--- config.mk ---
export PLATFORM = sky130hd
export DESIGN_NAME = flash_status_ctrl
export DESIGN_NICKNAME = d
export VERILOG_FILES = /design/src/rtl/flash_sr_pkg.sv /design/src/rtl/flash_prot_map.sv /design/src/rtl/flash_busy_timer.sv /design/src/rtl/flash_status_ctrl.sv
export SDC_FILE = /design/constraint.sdc
export NUM_CORES = 1
export LEC_CHECK = 0
export BUFFER_PORTS_ARGS = -buffer_cell sky130_fd_sc_hd__buf_2
export CAP_MARGIN = 5
export CORE_ASPECT_RATIO = 0.9
export CORE_MARGIN = 2
export CORE_UTILIZATION = 40
export CTS_BUF_LIST = sky130_fd_sc_hd__clkbuf_16
export CTS_CLUSTER_DIAMETER = 50
export DETAILED_ROUTE_END_ITERATION = 8
export HOLD_SLACK_MARGIN = 0.15
export MAX_ROUTING_LAYER = met4
export PLACE_DENSITY = 0.72
export SYNTH_ARGS = -nofsm -noshare
export SYNTH_HDL_FRONTEND = slang
export SYNTH_SLANG_ARGS = --single-unit
--- constraint.sdc ---
create_clock -name clk -period 5.05 [get_ports clk]
set_input_delay 1.01 -clock clk [delete_from_list [all_inputs] [get_ports clk]]
set_output_delay 1.01 -clock clk [all_outputs]
set_load 0.05 [all_outputs]
--- src/rtl/flash_sr_pkg.sv ---
package flash_sr_pkg;

    localparam logic [7:0] OP_WREN  = 8'h06;
    localparam logic [7:0] OP_WRDI  = 8'h04;
    localparam logic [7:0] OP_RDLO  = 8'h05;
    localparam logic [7:0] OP_RDHI  = 8'h35;
    localparam logic [7:0] OP_VWREN = 8'h50;
    localparam logic [7:0] OP_WRSR  = 8'h01;
    localparam logic [7:0] OP_PP    = 8'h02;
    localparam logic [7:0] OP_SE    = 8'h20;
    localparam logic [7:0] OP_BE32  = 8'h52;
    localparam logic [7:0] OP_BE64  = 8'hD8;
    localparam logic [7:0] OP_CE1   = 8'h60;
    localparam logic [7:0] OP_CE2   = 8'hC7;
    localparam logic [7:0] OP_SUSP  = 8'h75;
    localparam logic [7:0] OP_RESM  = 8'h7A;

    localparam int PAGE_W     = 8;
    localparam int HALF_BLK_W = 15;
    localparam int BLK_W      = 16;

    // Stored bits: lo[7:2] = SRP0,SEC,TB,BP2..BP0; hi[6:0] = CMP,LB3..LB1,rsv,QE,SRP1
    typedef struct packed {
        logic [7:2] lo;
        logic [6:0] hi;
        logic [7:2] nv_lo;
        logic [6:0] nv_hi;
        logic [7:2] pend_lo;
        logic [6:0] pend_hi;
        logic       pend_sr;
        logic       wel;
        logic       sus;
        logic       vol_en;
        logic       rd_hi;
    } sr_state_t;

endpackage

--- src/rtl/flash_prot_map.sv ---
module flash_prot_map #(
    parameter int ADDR_W = 20,
    parameter int SECT_W = 12
) (
    input  logic              sec,
    input  logic              tb,
    input  logic              cmp,
    input  logic [2:0]        bp,
    input  logic [ADDR_W-1:0] addr,
    output logic              prot
);
    localparam int LOG_W = $clog2(ADDR_W + 1);

    logic [LOG_W-1:0]  span_w;
    logic [ADDR_W-1:0] hi_mask;
    logic              in_rng;
    logic              region;

    always_comb begin
        span_w  = sec ? LOG_W'(SECT_W - 1) + LOG_W'(bp)
                      : LOG_W'(ADDR_W - 5) + LOG_W'(bp);
        hi_mask = {ADDR_W{1'b1}} << span_w;
        in_rng  = tb ? ((addr & hi_mask) == '0)
                     : ((addr & hi_mask) == hi_mask);
        if (bp == 3'd0)       region = 1'b0;
        else if (bp >= 3'd5)  region = 1'b1;
        else                  region = in_rng;
        prot = region ^ cmp;
    end
endmodule

--- src/rtl/flash_busy_timer.sv ---
module flash_busy_timer #(
    parameter int CNT_W = 5
) (
    input  logic             clk,
    input  logic             rst_n,
    input  logic             start,
    input  logic [CNT_W-1:0] len,
    input  logic             hold,
    input  logic             abort,
    output logic             busy,
    output logic             done
);
    logic [CNT_W-1:0] cnt_d, cnt_q;

    assign busy = (cnt_q != '0);
    assign done = busy && !hold && (cnt_q == CNT_W'(1));

    always_comb begin
        cnt_d = cnt_q;
        if (abort)              cnt_d = '0;
        else if (start)         cnt_d = len;
        else if (busy && !hold) cnt_d = cnt_q - CNT_W'(1);
    end

    always_ff @(posedge clk or negedge rst_n) begin
        if (!rst_n) cnt_q <= '0;
        else        cnt_q <= cnt_d;
    end

    AST_TIMER_ENDS: assert property (@(posedge clk) disable iff (!rst_n)
        (done && !start) |=> !busy);
endmodule

--- src/rtl/flash_status_ctrl.sv ---
module flash_status_ctrl
    import flash_sr_pkg::*;
#(
    parameter int ADDR_W     = 20,
    parameter int SECT_W     = 12,
    parameter int STATUS_CYC = 8,
    parameter int ARRAY_CYC  = 20
) (
    input  logic              clk,
    input  logic              rst_n,
    input  logic              cmd_valid,
    input  logic [7:0]        cmd_op,
    input  logic [1:0]        cmd_nbytes,
    input  logic [15:0]       cmd_data,
    input  logic [ADDR_W-1:0] cmd_addr,
    input  logic              wp_n,
    input  logic              pwr_cycle,
    input  logic [ADDR_W-1:0] chk_addr,
    output logic              chk_ok,
    output logic [7:0]        sr_lo,
    output logic [7:0]        sr_hi,
    output logic [7:0]        rd_data
);
    localparam int MAX_CYC = (STATUS_CYC > ARRAY_CYC) ? STATUS_CYC : ARRAY_CYC;
    localparam int CNT_W   = $clog2(MAX_CYC + 1);
    localparam int LOG_W   = $clog2(ADDR_W + 1);

    sr_state_t st_d, st_q;

    logic             tmr_start, tmr_abort, tmr_busy, tmr_done;
    logic [CNT_W-1:0] tmr_len;
    logic             wip;

    logic              is_array;
    logic [LOG_W-1:0]  unit_w;
    logic [ADDR_W-1:0] unit_mask;
    logic [ADDR_W-1:0] pm_addr [3];
    logic [2:0]        pm_prot;
    logic              unit_prot;

    logic       sr_locked, len_ok;
    logic [7:2] wr_lo;
    logic [6:0] wr_hi, vol_hi;
    logic       unused_data;

    assign unused_data = ^{cmd_data[15], cmd_data[10], cmd_data[1:0]};
    assign wip = tmr_busy && !st_q.sus;

    // Size of the unit a program or erase touches
    always_comb begin
        is_array = 1'b1;
        unit_w   = '0;
        case (cmd_op)
            OP_PP:          unit_w = LOG_W'(PAGE_W);
            OP_SE:          unit_w = LOG_W'(SECT_W);
            OP_BE32:        unit_w = LOG_W'(HALF_BLK_W);
            OP_BE64:        unit_w = LOG_W'(BLK_W);
            OP_CE1, OP_CE2: unit_w = LOG_W'(ADDR_W);
            default:        is_array = 1'b0;
        endcase
        unit_mask = {ADDR_W{1'b1}} << unit_w;
    end

    assign pm_addr[0] = chk_addr;
    assign pm_addr[1] = cmd_addr & unit_mask;
    assign pm_addr[2] = cmd_addr | ~unit_mask;

    // One decoder per probe: check port, first and last byte of the unit
    for (genvar g = 0; g < 3; g++) begin : g_probe
        flash_prot_map #(.ADDR_W(ADDR_W), .SECT_W(SECT_W)) i_map (
            .sec  (st_q.lo[6]),
            .tb   (st_q.lo[5]),
            .cmp  (st_q.hi[6]),
            .bp   (st_q.lo[4:2]),
            .addr (pm_addr[g]),
            .prot (pm_prot[g])
        );
    end

    assign chk_ok    = !pm_prot[0];
    assign unit_prot = pm_prot[1] | pm_prot[2];

    flash_busy_timer #(.CNT_W(CNT_W)) i_timer (
        .clk   (clk),
        .rst_n (rst_n),
        .start (tmr_start),
        .len   (tmr_len),
        .hold  (st_q.sus),
        .abort (tmr_abort),
        .busy  (tmr_busy),
        .done  (tmr_done)
    );

    // Lock matrix and merged write values
    always_comb begin
        sr_locked = st_q.hi[0] || (st_q.lo[7] && !wp_n);
        len_ok    = (cmd_nbytes == 2'd1) || (cmd_nbytes == 2'd2);
        wr_lo     = cmd_data[7:2];
        if (cmd_nbytes == 2'd2)
            wr_hi = {cmd_data[14], st_q.hi[5:3] | cmd_data[13:11], 1'b0, cmd_data[9:8]};
        else
            wr_hi = {1'b0, st_q.hi[5:3], 3'b000};
        vol_hi = {wr_hi[6], st_q.hi[5:3], wr_hi[2:0]};
    end

    always_comb begin
        st_d      = st_q;
        tmr_start = 1'b0;
        tmr_len   = CNT_W'(ARRAY_CYC);
        tmr_abort = 1'b0;

        if (cmd_valid) begin
            st_d.vol_en = 1'b0;
            case (cmd_op)
                OP_RDLO:  st_d.rd_hi = 1'b0;
                OP_RDHI:  st_d.rd_hi = 1'b1;
                OP_WREN:  if (!wip) st_d.wel = 1'b1;
                OP_WRDI:  if (!wip) st_d.wel = 1'b0;
                OP_VWREN: if (!wip) st_d.vol_en = 1'b1;
                OP_WRSR: begin
                    if (!tmr_busy && len_ok && !sr_locked) begin
                        if (st_q.vol_en) begin
                            st_d.lo = wr_lo;
                            st_d.hi = vol_hi;
                        end else if (st_q.wel) begin
                            tmr_start    = 1'b1;
                            tmr_len      = CNT_W'(STATUS_CYC);
                            st_d.pend_sr = 1'b1;
                            st_d.pend_lo = wr_lo;
                            st_d.pend_hi = wr_hi;
                        end
                    end
                end
                OP_SUSP:  if (wip && !st_q.pend_sr) st_d.sus = 1'b1;
                OP_RESM:  if (st_q.sus) st_d.sus = 1'b0;
                default: begin
                    if (is_array && !tmr_busy && st_q.wel && !unit_prot) begin
                        tmr_start    = 1'b1;
                        st_d.pend_sr = 1'b0;
                    end
                end
            endcase
        end

        if (tmr_done) begin
            if (st_q.pend_sr) begin
                st_d.lo    = st_q.pend_lo;
                st_d.hi    = st_q.pend_hi;
                st_d.nv_lo = st_q.pend_lo;
                st_d.nv_hi = st_q.pend_hi;
            end
            st_d.wel = 1'b0;
        end

        if (pwr_cycle) begin
            st_d.lo     = st_q.nv_lo;
            st_d.hi     = st_q.nv_hi;
            st_d.wel    = 1'b0;
            st_d.sus    = 1'b0;
            st_d.vol_en = 1'b0;
            st_d.rd_hi  = 1'b0;
            tmr_abort   = 1'b1;
            if (st_q.nv_hi[0] && !st_q.nv_lo[7]) begin
                st_d.nv_hi[0] = 1'b0;
                st_d.hi[0]    = 1'b0;
            end
        end
    end

    always_ff @(posedge clk or negedge rst_n) begin
        if (!rst_n) st_q <= '0;
        else        st_q <= st_d;
    end

    assign sr_lo   = {st_q.lo, st_q.wel, wip};
    assign sr_hi   = {st_q.sus, st_q.hi};
    assign rd_data = st_q.rd_hi ? sr_hi : sr_lo;

    AST_LB_STICKY: assert property (@(posedge clk) disable iff (!rst_n)
        1'b1 |=> ((sr_hi[5:3] & $past(sr_hi[5:3])) == $past(sr_hi[5:3])));
    AST_SUS_NEEDS_BUSY: assert property (@(posedge clk) disable iff (!rst_n)
        sr_hi[7] |-> tmr_busy);
    AST_WEL_DROP_ON_DONE: assert property (@(posedge clk) disable iff (!rst_n)
        (tmr_done && !pwr_cycle) |=> !sr_lo[1]);
    AST_SRP_PERMANENT: assert property (@(posedge clk) disable iff (!rst_n)
        (sr_hi[0] && sr_lo[7]) |=> (sr_hi[0] && sr_lo[7]));
    AST_REG_FROZEN_BUSY: assert property (@(posedge clk) disable iff (!rst_n)
        (tmr_busy && !tmr_done && !pwr_cycle) |=> $stable(sr_lo[7:2]));
endmodule

Yosys cells after proc, flatten, opt, wreduce, memory -nomap -nowiden. Index checks and enable logic that the tools add are counted.

Register bits after elaboration: 49. Input port bits: 71. Output and inout port bits: 25. Word-level logic and storage cells: 154.

Add/sub/neg operators: 3. Order comparisons: 1. Equality and inequality tests: 26. Shift operators: 2. Multiplexer cells: 55. Bitwise logic cells: 13. Reduce and logical (&&, ||, !) cells: 41.

Operators with widths (number): 20-bit bitwise AND (4); 13-bit 2-to-1 mux (5); 20-bit == test (3); 20-bit logical NOT (3); 26-bit 2-to-1 mux (2); 5-bit 2-to-1 mux (9); 8-bit by 7-bit == test with 1-bit output (second input constant) (5); 20-bit by 5-bit left shift with 20-bit output (first input constant) (2); 1-bit 2-to-1 mux (29); 5-bit case mux with 5 select lines (1); 8-bit by 3-bit == test with 1-bit output (second input constant) (3); 20-bit NOT (1); 20-bit OR (1); 8-bit by 6-bit == test with 1-bit output (second input constant) (2); 8-bit == test (second input constant) (2); 3-bit nonzero test (4); 4-bit by 3-bit adder with 5-bit output (first input constant) (2); 1-bit logical AND (10); 1-bit case mux with 2 select lines (5); 8-bit by 1-bit == test with 1-bit output (second input constant) (1); 8-bit by 2-bit == test with 1-bit output (second input constant) (1); 1-bit logical NOT (8); 4-bit 2-to-1 mux (2); 8-bit 2-to-1 mux (1); other kinds (26) (35).

Longest topological paths before layout. Gate-level depths: netlist of run 1.

Depth after elaboration: 20. Gate-level depth with buffers: 15. Depth with buffers taken out: 14.

By module. Synthesis of run 1 repeated with hierarchy kept, for this count alone.

Cells, all modules: 618. Area total of the unflattened synthesis: 4922.2 µm².

By module, submodules not included: flash_status_ctrl (instances 1, cells each 300, area an instance 2736.4 µm², sequential area each 1051.0 µm²); flash_prot_map (g_probe[0].i_map ...) (instances 2, cells each 93, area an instance 610.6 µm², sequential area each 0.0 µm²); flash_prot_map (g_probe[2].i_map) (instances 1, cells each 96, area an instance 639.4 µm², sequential area each 0.0 µm²); flash_busy_timer (instances 1, cells each 36, area an instance 325.3 µm², sequential area each 125.1 µm²).

Worst setup path after synthesis of run 1. Ideal clock, no wire load.

Path type: flip-flop to output port. Start: register st_q (netlist bit sr_lo[3]). End: output port chk_ok. Data arrival time: 3.549 ns. Required time: 4.040 ns. Setup slack: 0.491 ns. Cell stages (with the launch flop): 14. Path buffers: 1. Path through: dfrtp_1 inv_1 ha_1 inv_1 fa_1 clkbuf_1 o21ai_0 a221o_1 a211o_1 a221o_1 nor4_1 a41oi_1 a21oi_1 xnor2_1.

Longest elaborated chain between the ends: 10. Elaborated cells between the ends (all ways): 14. Those cells by class: 2 x add/sub; 1 x order compare; 1 x eq/ne; 1 x shift; 4 x mux; 2 x bitwise; 3 x reduce/logical.

RTL lines: start: declaration (line flash_status_ctrl.sv:28) `sr_state_t st_d, st_q;`; start signal: assignment (line flash_status_ctrl.sv:172) `else st_q <= st_d;`; 4-bit by 3-bit adder with 5-bit output, on equally long branches (line flash_prot_map.sv:21, flash_prot_map.sv:20); 5-bit 2-to-1 mux (line flash_prot_map.sv:20) `span_w = sec ? LOG_W'(SECT_W - 1) + LOG_W'(bp)`; 20-bit by 5-bit left shift with 20-bit output (line flash_prot_map.sv:22) `hi_mask = {ADDR_W{1'b1}} << span_w;`; 20-bit bitwise AND (line flash_prot_map.sv:23, flash_prot_map.sv:24); 20-bit == test / 20-bit logical NOT (equally long branches) (line flash_prot_map.sv:24, flash_prot_map.sv:23); 1-bit 2-to-1 mux (line flash_prot_map.sv:23) `in_rng = tb ? ((addr & hi_mask) == '0)`; 1-bit 2-to-1 mux (line flash_prot_map.sv:26) `else if (bp >= 3'd5) region = 1'b1;`; 1-bit 2-to-1 mux (*) (line flash_prot_map.sv:25) `if (bp == 3'd0) region = 1'b0;`; 1-bit bitwise XOR (*) (line flash_prot_map.sv:28) `prot = region ^ cmp;`; 1-bit logical NOT (*) (line flash_status_ctrl.sv:80) `assign chk_ok = !pm_prot[0];`; end: declaration (line flash_status_ctrl.sv:19) `output logic chk_ok,`.

Mark *: on every way between the ends. The rest lies on a longest branch, timed or not.

Worst setup path in the final report of run 1. Same ends and word-level chain as after synthesis.

==> impl_metrics.csv, run 1 <==
group,metric,value,unit
run,drv_cap,0,
synth,synth-seq-cells,47,
power,total_power,0.00270,W
timing,fin_crit_sh,0.960,
synth,synth_area,3960,sq um
timing,tightest_slew,1190,ps
timing,slew_headroom,0.206,
grt,antenna_found_initial,0,
cts,clk-insertion-delay-late,290,ps
synth,synth-main-ff-cell,"dfrtp_1",
cts,cts_tree,"yes",
timing,rsz0062_at_grt,"false",
final_layout,final_net_count,642,
timing,final-max-slew-violation-count,0,
synth,yosysUniqueCellTypes,73,
synth,synth_edf_count,0,
drt,vias,4225,
synth,syn_area_per_cell,8.01,sq um
timing,finalClockSkew,5.75,ps
floorplanning,dieHeight,98.4,um
setup_path,critPathMaxFanout,5,
setup_path,cp-startpoint,"sr_lo[3]$_DFF_PN0_",
drt,postRouteAntennaNets,0,
drt,drc,0,
drt,routed_wl,12.6,mm
timing,hold_ws,480,ps
power,ir_drop,0.274,mV
setup_path,cp-start-kind,"flip-flop",
floorplanning,initial_core_util,0.410,
timing,final-hold-violation-count,0,
timing,min_period,4850,ps
cts,clkTransAtPathRegs,70,ps
floorplanning,rows,34,
cts,cts.htree.levels,2,
placed_design,gp_congestion,1.00,
synth,synth-seq-area-share,0.297,
drt,wl_met2,5.62,mm
synth,yosysWarnings,0,
final_layout,drive_above_1_share,0.241,
grt,grt_pass1_wl,19.8,mm
placed_design,hpwl,9.64,mm
power,p_per_area,594,nW/um^2
setup_path,critPathKind,"flip-flop to primary output",
drt,first_iter_violations,402,
cts,cts_buffers,5,
drt,wl_met3,1.01,mm
synth,syn_inst,495,
worst_hold_path,min_from,"st_q[21]$_DFFE_PN0P_",
grt,grt_pass1_vias,3847,
final_layout,synthToLayoutAreaGrowth,14.7,%
drt,viasPerCell,6.15,
cts,post-cts-setup-buffers,0,
final_layout,diodes,0,
cts,cts_num_sinks,47,
drt,highest_layer,"met4",
cts,cts_root_buf,"clkbuf_16",
final_layout,final_cell_mix,"91 x buf_2, 58 x o21ai_0, 54 x nand2_1",
timing,setup_viol,0,
grt,grt_max_degree,48,
floorplanning,die_x,109,um
setup_path,slowest_stage,"fa_1",
grt,grt_use_total,0.241,
setup_path,cp-end-kind,"primary output",
final_layout,final_common_cell,"buf_2",
setup_path,cp_data_arrival_time,3840,ps
setup_path,worstPathCellList,"inv_1, ha_1, inv_1, fa_1, o21ai_0, a221o_1, a211o_1, a221o_1, nor4_1, a41oi_1, a21oi_1, xnor2_1, buf_2",
floorplanning,num_io_pins,96,
synth,async_flop_share,1.00,
status,status,"finished clean",
drt,firstDrtPassIters,5,
setup_path,r2r_setup_slack,560,ps
floorplanning,core,9660,sq um
placed_design,placed_area,4400,sq um
drt,wl_met1,5.77,mm
synth,synth_nets,577,
floorplanning,die_area,10700,sq um
timing,fmaxAchievable,206,MHz
power,leakagePower,2.09,nW
setup_path,critPathMaxStageDelay,570,ps
worst_hold_path,min_path_type,"flip-flop to flip-flop",
final_layout,finish.instance_area,4550,sq um
grt,grt_overflow,0,
setup_path,r2r-start,"sr_lo[3]$_DFF_PN0_",
cts,cts_buffer_depth,2,
setup_path,crit_required,4040,ps
placed_design,io_buffers,91,
timing,final.setup.tns,0,ps
drt,routedWlPerCell,18.3,um
final timing paths:
kind / endpoint / cells past startpoint
min in group asynchronous: st_q[21]$_DFFE_PN0P_ / 1
worst max register to register: i_timer.cnt_q[0]$_DFFE_PN0P_ / 15
max in group asynchronous: st_q[0]$_DFFE_PN0P_ / 1
worst min register to register: sr_hi[3]$_DFFE_PN0P_ / 2
worst max-delay path: chk_ok / 13
worst min-delay path: sr_hi[3]$_DFFE_PN0P_ / 2
Yosys cell counts, types with 2 or more instances:
| library cell | number | share of area |
|---|---|---|
| a211oi_1 | 4 | 0.0076 |
| a21boi_0 | 2 | 0.0038 |
| a21o_1 | 4 | 0.0076 |
| a21oi_1 | 37 | 0.047 |
| a221o_1 | 5 | 0.013 |
| a221oi_1 | 4 | 0.0088 |
| a222oi_1 | 4 | 0.010 |
| a22oi_1 | 2 | 0.0038 |
| a31oi_1 | 10 | 0.016 |
| and2_1 | 3 | 0.0047 |
| and3_1 | 6 | 0.0095 |
| buf_4 | 16 | 0.030 |
| clkbuf_1 | 18 | 0.017 |
| dfrtp_1 | 47 | 0.30 |
| ha_1 | 10 | 0.032 |
| inv_1 | 29 | 0.027 |
| inv_2 | 3 | 0.0028 |
| mux2_2 | 19 | 0.054 |
| mux2i_1 | 7 | 0.018 |
| nand2_1 | 54 | 0.051 |
| nand2b_1 | 8 | 0.013 |
| nand3_1 | 15 | 0.019 |
| nand3b_1 | 5 | 0.0095 |
| nand4b_1 | 2 | 0.0044 |
| nor2_1 | 24 | 0.023 |
| nor2b_1 | 6 | 0.0095 |
| nor3_1 | 7 | 0.0088 |
| nor3b_1 | 3 | 0.0057 |
| nor4_1 | 5 | 0.0079 |
| nor4b_1 | 4 | 0.0088 |
| o2111ai_1 | 2 | 0.0044 |
| o211ai_1 | 9 | 0.017 |
| o21ai_0 | 59 | 0.074 |
| o21ai_1 | 4 | 0.0051 |
| o221ai_1 | 3 | 0.0066 |
| o22ai_1 | 3 | 0.0047 |
| o31ai_1 | 10 | 0.019 |
| o32ai_1 | 2 | 0.0044 |
| o41ai_1 | 2 | 0.0044 |
| or3_1 | 2 | 0.0032 |
| or4_1 | 3 | 0.0057 |
| xnor2_1 | 2 | 0.0044 |
registers in the layout, summed over array words and instances (netlist names):
name	cells
sr_hi	8
sr_lo	7
i_timer.cnt_q	5
st_q	27
final cells by class:
class / instances / area (sq um)
Clock inverter: 3 / 20.0
Sequential cell: 47 / 1180
Clock buffer: 5 / 125
Timing Repair Buffer: 95 / 485
Tap cell: 126 / 158
Inverter: 32 / 120
Fill cell: 963 / 5110
Multi-Input combinational cell: 379 / 2460
logic make-up (layout without fill, tap and decap cells):
group / after synthesis / count (layout) / share of synthesized area
flip-flops: 47 / 47 / 0.297
adder cells (fa/ha/maj): 11 / 11 / 0.0366
buffers and inverters: 69 / 135 / 0.0827
AO/OA/AOI/OAI: 184 / 184 / 0.303
XOR/XNOR: 2 / 2 / 0.00442
AND/OR/NAND/NOR: 156 / 156 / 0.205
multiplexers: 26 / 26 / 0.0717
critical path: cells and delay by family, from the launching register on:
family / cells / cell delay, ps
AO/OA/AOI/OAI: 6 / 1350
XOR/XNOR: 1 / 170
adder cells (fa/ha/maj): 2 / 770
buffers and inverters: 3 / 560
flip-flops: 1 / 450
AND/OR/NAND/NOR: 1 / 270
layer usage:
metal / vias to the layer above / track usage
met3: 18 / 0.0357
li1: 1967 / -
met5: - / -
met4: 0 / 0.0523
met1: 2030 / 0.351
met2: 210 / 0.354
per-stage QoR:
stage | cells | util | setup slack, ps
after CTS | 687 | 0.471 | 203
after global routing | 687 | 0.471 | 36.6
after floorplan | 495 | - | 491
after global placement | 679 | 0.456 | 541
after detailed placement | 679 | 0.456 | 528
final | 687 | 0.471 | 200
where the power goes:
group	switching (W)	internal, W	total (W)
combinational	0.00127	0.000644	0.00191
sequential	0.0000513	0.000415	0.000467
clock	0.000142	0.000183	0.000325
total	0.00146	0.00124	0.00270
what timing repair did:
item | 4_1_cts | 5_1_grt
hold buffers | 0 | 0
resized for setup | 0 | 2
setup endpoints to repair | 0 | 1
No activity file was read; power rests on OpenSTA's default activity.
==> inputs of run 2 (changes only) <==
- ABC_AREA: not set -> 1
- PLACE_DENSITY: 0.72 -> 0.71
==> run 2 against run 1 <==
Compared with the run above: combinational power fell by 79%; utilization down 1.2 points; synthesized cell count is 41% higher; register-to-register slack better by 890 ps; global-route usage fell by 1.7 points; clock power grew 6%; worst setup slack improved by 190 ps; power shrank 57%; wire length rose by 0.33%; sequential cell count is the same.
==> impl_metrics.csv, run 2 <==
group,metric,value,unit
run,drv_cap,0,
power,p_per_area,237,nW/um^2
worst_hold_path,min_path_type,"flip-flop to flip-flop",
synth,synthTopCellsByCount,"195 x nand2_1, 92 x nor2_1, 89 x inv_1",
floorplanning,num_io_pins,96,
timing,slew_headroom,0.463,
timing,fin_crit_sh,0.922,
final_layout,drive_above_1_share,0.176,
synth,synth_area,4380,sq um
drt,wl_met3,761,um
synth,synth_top_area_frac,0.268,
final_layout,final_cell_mix,"195 x nand2_1, 92 x nor2_1, 91 x buf_2",
setup_path,worstPathCellList,"inv_1, ha_1, a21oi_1, nand2_1, nand2_2, o21ai_0, inv_1, o21ai_0, nor3_1, nor3b_1, nand4_1, o211ai_1, nand2_1, xor2_1, buf_2",
grt,grt_pass1_wl,20.5,mm
drt,routed_wl,12.6,mm
setup_path,cp-start-kind,"flip-flop",
cts,post-cts-setup-buffers,0,
setup_path,critPathKind,"flip-flop to primary output",
grt,grt_overflow,0,
floorplanning,die_area,11800,sq um
synth,synth-seq-cells,47,
timing,final.setup.tns,0,ps
synth,synth-simple-area-share,0.398,
drt,highest_layer,"met4",
synth,async_flop_share,1.00,
timing,setup_viol,0,
drt,wl_met2,5.63,mm
setup_path,cp-end-kind,"primary output",
placed_design,pre_cts_ws,755,ps
timing,final-max-slew-violation-count,0,
synth,synth_area_leaders,"dfrtp_1 27%, nand2_1 17%, nor2_1 7.9%, inv_1 7.6%, o21ai_0 4.5%",
cts,hold_buffers,0,
status,status,"finished clean",
final_layout,multi_input_area,2600,sq um
grt,grt_pass1_vias,4167,
grt,antenna_found_initial,0,
final_layout,final_net_count,849,
timing,fmaxAchievable,215,MHz
placed_design,gp_congestion,0.952,
setup_path,crit_buf_inv,3,
setup_path,critPathMaxStageDelay,480,ps
setup_path,critPathMaxFanout,14,
drt,vias,4752,
synth,synth_top_family_by_area,"simple AND/OR/NAND/NOR gates",
final_layout,fillers,1146,
timing,tightest_slew,805,ps
cts,cts.htree.levels,2,
final_layout,largest_reg_flops,27,
synth,synth-seq-area-share,0.268,
synth,muxShareOfSynthArea,0,
setup_path,cp_data_arrival_time,3650,ps
synth,synth_edf_count,0,
grt,grt_use_total,0.224,
synth,synth_most_common_cell,"nand2_1",
timing,min_period,4660,ps
floorplanning,core,10800,sq um
cts,cts_tree,"yes",
drt,wl_met1,6.02,mm
drt,drc,0,
drt,routedWlPerCell,14.0,um
final_layout,final_common_cell,"nand2_1",
drt,first_iter_violations,414,
power,ir_drop,0.188,mV
final_layout,final_util,0.459,
power,leakagePower,2.64,nW
synth,yosysUniqueCellTypes,43,
drt,postRouteAntennaNets,0,
timing,finalClockSkew,7.97,ps
setup_path,slowest_stage,"dfrtp_1",
cts,clkTransAtPathRegs,70,ps
floorplanning,die_x,114,um
synth,synth-main-ff-cell,"dfrtp_1",
timing,rsz0062_at_grt,"false",
final_layout,diodes,0,
synth,synth_xor_area_frac,0.00600,
placed_design,hpwl,10.0,mm
synth,syn_area_per_cell,6.26,sq um
timing,setup_ws,395,ps
cts,cts_buffer_depth,2,
drt,firstDrtPassIters,5,
timing,final-hold-violation-count,0,
power,total_power,0.00117,W
synth,yosysTopAreaCell,"dfrtp_1",
cts,cts_resized,0,
final_layout,seq_area,1180,sq um
setup_path,crit_required,4040,ps
setup_path,crit_family,"simple AND/OR/NAND/NOR gates",
drt,viasPerCell,5.27,
grt,grt_max_degree,48,
final_layout,synthToLayoutAreaGrowth,12.8,%
cts,cts_buffers,5,
cts,clk-insertion-delay-late,290,ps
synth,synth-adder-area-share,0.0331,
synth,yosysWarnings,0,
floorplanning,initial_core_util,0.407,
cts,cts_root_buf,"clkbuf_16",
placed_design,io_buffers,91,
synth,synth_nets,782,
floorplanning,rows,36,
cts,cts_num_sinks,47,
final_layout,top_register,"st_q",
floorplanning,dieHeight,103,um
synth,synth_compound_area_frac,0.156,
synth,syn_inst,700,
==> run 2: report_power, final <==
part	switching [W]	internal, W
clock	0.000154	0.000189
combinational	0.000282	0.000124
sequential	0.0000192	0.000402
total	0.000455	0.000715
==> run 2: through the flow <==
stage                     cells  hold slack, ps  area [sq um]
after floorplan             700             442          4380
after global placement      893             453          4790
after detailed placement    893             459          4790
after CTS                   901             477          4940
after global routing        901             490          4940
final                       901             477          4940
==> run 2: layout make-up <==
type	instances	area share
sequential	47	0.238
timing repair buffer	95	0.0983
clock buffer	5	0.0253
inverter	97	0.0737
multi-input combinational	521	0.525
tap	133	0.0337
clock inverter	3	0.00557
==> run 2: cell families (layout without fill, tap and decap cells) <==
group,count (synthesis),in the layout
compound gates,112,112
xor+xnor,3,3
fa+ha+maj,11,11
buf+inv,132,200
flops,47,47
simple gates,395,395
==> run 2: final timing paths <==
check	depth (start not counted)	slack, ps	startpoint	endpoint
max in group asynchronous	2	3850	rst_n	i_timer.cnt_q[3]$_DFFE_PN0P_
max	15	390	sr_lo[4]$_DFF_PN0_	chk_ok
max reg2reg	24	1450	sr_lo[2]$_DFF_PN0_	i_timer.cnt_q[3]$_DFFE_PN0P_
min in group asynchronous	2	810	rst_n	st_q[29]$_DFFE_PN0P_
min	2	480	st_q[25]$_DFFE_PN0P_	st_q[25]$_DFFE_PN0P_
min reg2reg	2	480	st_q[25]$_DFFE_PN0P_	st_q[25]$_DFFE_PN0P_
==> run 2: per-layer routing <==
layer / up-vias / GRT usage
met5: - / -
met4: 0 / 0.0572
met3: 20 / 0.0216
met2: 161 / 0.343
met1: 2157 / 0.319
li1: 2414 / -
==> run 2: tightest hold or removal path: cells and delay by family, from the launching register on <==
family           cells  cell delay [ps]
and+or+nand+nor      2              100
DFF                  1              340
==> inputs of run 3 (changes only) <==
- BUFFER_PORTS_ARGS: -buffer_cell sky130_fd_sc_hd__buf_2 -> not set
- DONT_BUFFER_PORTS: not set -> 1
- PLACE_DENSITY: 0.71 -> 0.63
==> run 3 against run 2 <==
Compared with the run above: die area unchanged; worst setup slack improved by 84 ps; critical path depth unchanged; largest cell class unchanged.
==> impl_metrics.csv, run 3 (synthesis results as in run 2) <==
group,metric,value,unit
status,status,"finished clean",
setup_path,cp-end-kind,"primary output",
cts,hold_buffers,0,
grt,grtUsageMet1,0.310,
power,seq_power_share,0.382,
grt,antenna_found_initial,0,
setup_path,r2r_setup_slack,1500,ps
cts,post-cts-setup-buffers,0,
cts,cts_buffer_depth,2,
cts,cts_resized,0,
cts,cts_buffers,5,
floorplanning,dieHeight,103,um
floorplanning,die_x,114,um
floorplanning,num_io_pins,96,
setup_path,critPathKind,"flip-flop to primary output",
final_layout,drive_above_1_share,0.0691,
floorplanning,die_area,11800,sq um
final_layout,final_net_count,761,
cts,cts_root_buf,"clkbuf_16",
power,total_power,0.00115,W
grt,grt_pass1_wl,20.8,mm
setup_path,crit_required,4040,ps
timing,tightest_slew,1080,ps
setup_path,cp-start-kind,"flip-flop",
setup_path,ff2ff_path_depth,24,
timing,min_period,4570,ps
timing,setup_viol,0,
drt,vias,4506,
power,leakagePower,2.28,nW
timing,slew_headroom,0.277,
power,ir_drop,0.145,mV
cts,clkTransAtPathRegs,70,ps
setup_path,critPathMaxFanout,14,
power,p_switching,0.000419,W
drt,drc,0,
grt,grt_max_degree,48,
power,switching_share,0.364,
final_layout,synthToLayoutAreaGrowth,3.31,%
timing,final-hold-violation-count,0,
final_layout,top_register,"st_q",
grt,grtUsageMet3,0.0484,
worst_hold_path,min_path_type,"primary input to asynchronous set/reset pin",
drt,viasPerCell,5.54,
drt,routed_wl,13.0,mm
power,power.share.combinational,0.280,
drt,postRouteAntennaNets,0,
setup_path,cp_data_arrival_time,3560,ps
grt,grt_use_total,0.229,
run,drv_cap,0,
grt,grt_overflow,0,
cts,cts.htree.levels,2,
power,clockPowerShare,0.338,
final_layout,largest_reg_flops,27,
setup_path,r2r_end,"i_timer.cnt_q[3]$_DFFE_PN0P_",
placed_design,gp_congestion,0.927,
placed_design,io_buffers,0,
timing,rsz0062_at_grt,"false",
placed_design,hpwl,10.3,mm
final_layout,final_common_cell,"nand2_1",
drt,firstDrtPassIters,5,
grt,top_usage_layer,"met2",
drt,routedWlPerCell,16.0,um
timing,fin_crit_sh,0.905,
drt,first_iter_violations,369,
final_layout,final_cell_mix,"195 x nand2_1, 92 x nor2_1, 89 x inv_1",
timing,fmaxAchievable,219,MHz
power,p_per_area,254,nW/um^2
timing,finalClockSkew,8.89,ps
setup_path,r2r-start,"sr_lo[2]$_DFF_PN0_",
timing,final.setup.tns,0,ps
floorplanning,rows,36,
grt,grt_pass1_vias,4167,
cts,clk-insertion-delay-late,290,ps
power,p_int,0.000733,W
cts,cts_num_sinks,47,
grt,met2_usage,0.352,
floorplanning,initial_core_util,0.407,
cts,cts_tree,"yes",
timing,final-max-slew-violation-count,0,
floorplanning,core,10800,sq um
final_layout,diodes,0,
==> run 3: area by class of cell <==
type / count / area (sq um)
Tap cell: 133 / 166
Clock buffer: 5 / 125
Timing Repair Buffer: 7 / 52.6
Inverter: 97 / 364
Fill cell: 1151 / 6240
Sequential cell: 47 / 1180
Multi-Input combinational cell: 521 / 2600
Clock inverter: 3 / 46.3
==> run 3: worst max-delay path: stages, from the launching register on <==
cell	delay (ps)
dfrtp_1	430
inv_1	110
ha_1	350
a21oi_1	230
nand2_1	190
nand2_2	280
o21ai_0	310
inv_1	160
o21ai_0	90
nor3_1	130
nor3b_1	190
nand4_1	140
o211ai_1	210
nand2_1	90
xor2_1	140
buf_4	220
==> run 3: routing by layer <==
| metal | vias to the layer above | part of all wire |
|---|---|---|
| li1 | 2232 | - |
| met1 | 2085 | 0.46 |
| met2 | 172 | 0.43 |
| met3 | 17 | 0.091 |
| met4 | 0 | 0.018 |
| met5 | - | 0 |
==> run 3: power by group through the flow <==
| stage | combinational, W | sequential, W | clock, W |
|---|---|---|---|
| floorplan | 0.000299 | 0.000423 | 0 |
| global placement | 0.000315 | 0.000446 | 0 |
| detailed placement | 0.000323 | 0.000447 | 0 |
| CTS | 0.000323 | 0.000440 | 0.000397 |
| global route | 0.000361 | 0.000442 | 0.000412 |
| finish | 0.000323 | 0.000440 | 0.000389 |
==> run 3: worst max path at each step <==
stage                        from     end  slack (ps)  cells after the start
2_1_floorplan  sr_lo[4]$_DFF_PN0_  chk_ok        1040                     15
3_3_place_gp   sr_lo[2]$_DFF_PN0_  chk_ok         810                     16
3_5_place_dp   sr_lo[4]$_DFF_PN0_  chk_ok         790                     15
4_1_cts        sr_lo[4]$_DFF_PN0_  chk_ok         460                     15
5_1_grt        sr_lo[2]$_DFF_PN0_  chk_ok         130                     16
6_report       sr_lo[4]$_DFF_PN0_  chk_ok         480                     15
==> run 3: stage by stage <==
stage          std cells   util  hold WS [ps]  instance area, sq um  setup slack [ps]
6_report             813  0.421           408                  4530               479
3_3_place_gp         805  0.405           454                  4360               805
4_1_cts              813  0.421           403                  4530               461
3_5_place_dp         805  0.405           459                  4360               794
2_1_floorplan        700      -           442                  4380              1040
5_1_grt              813  0.421           396                  4530               130
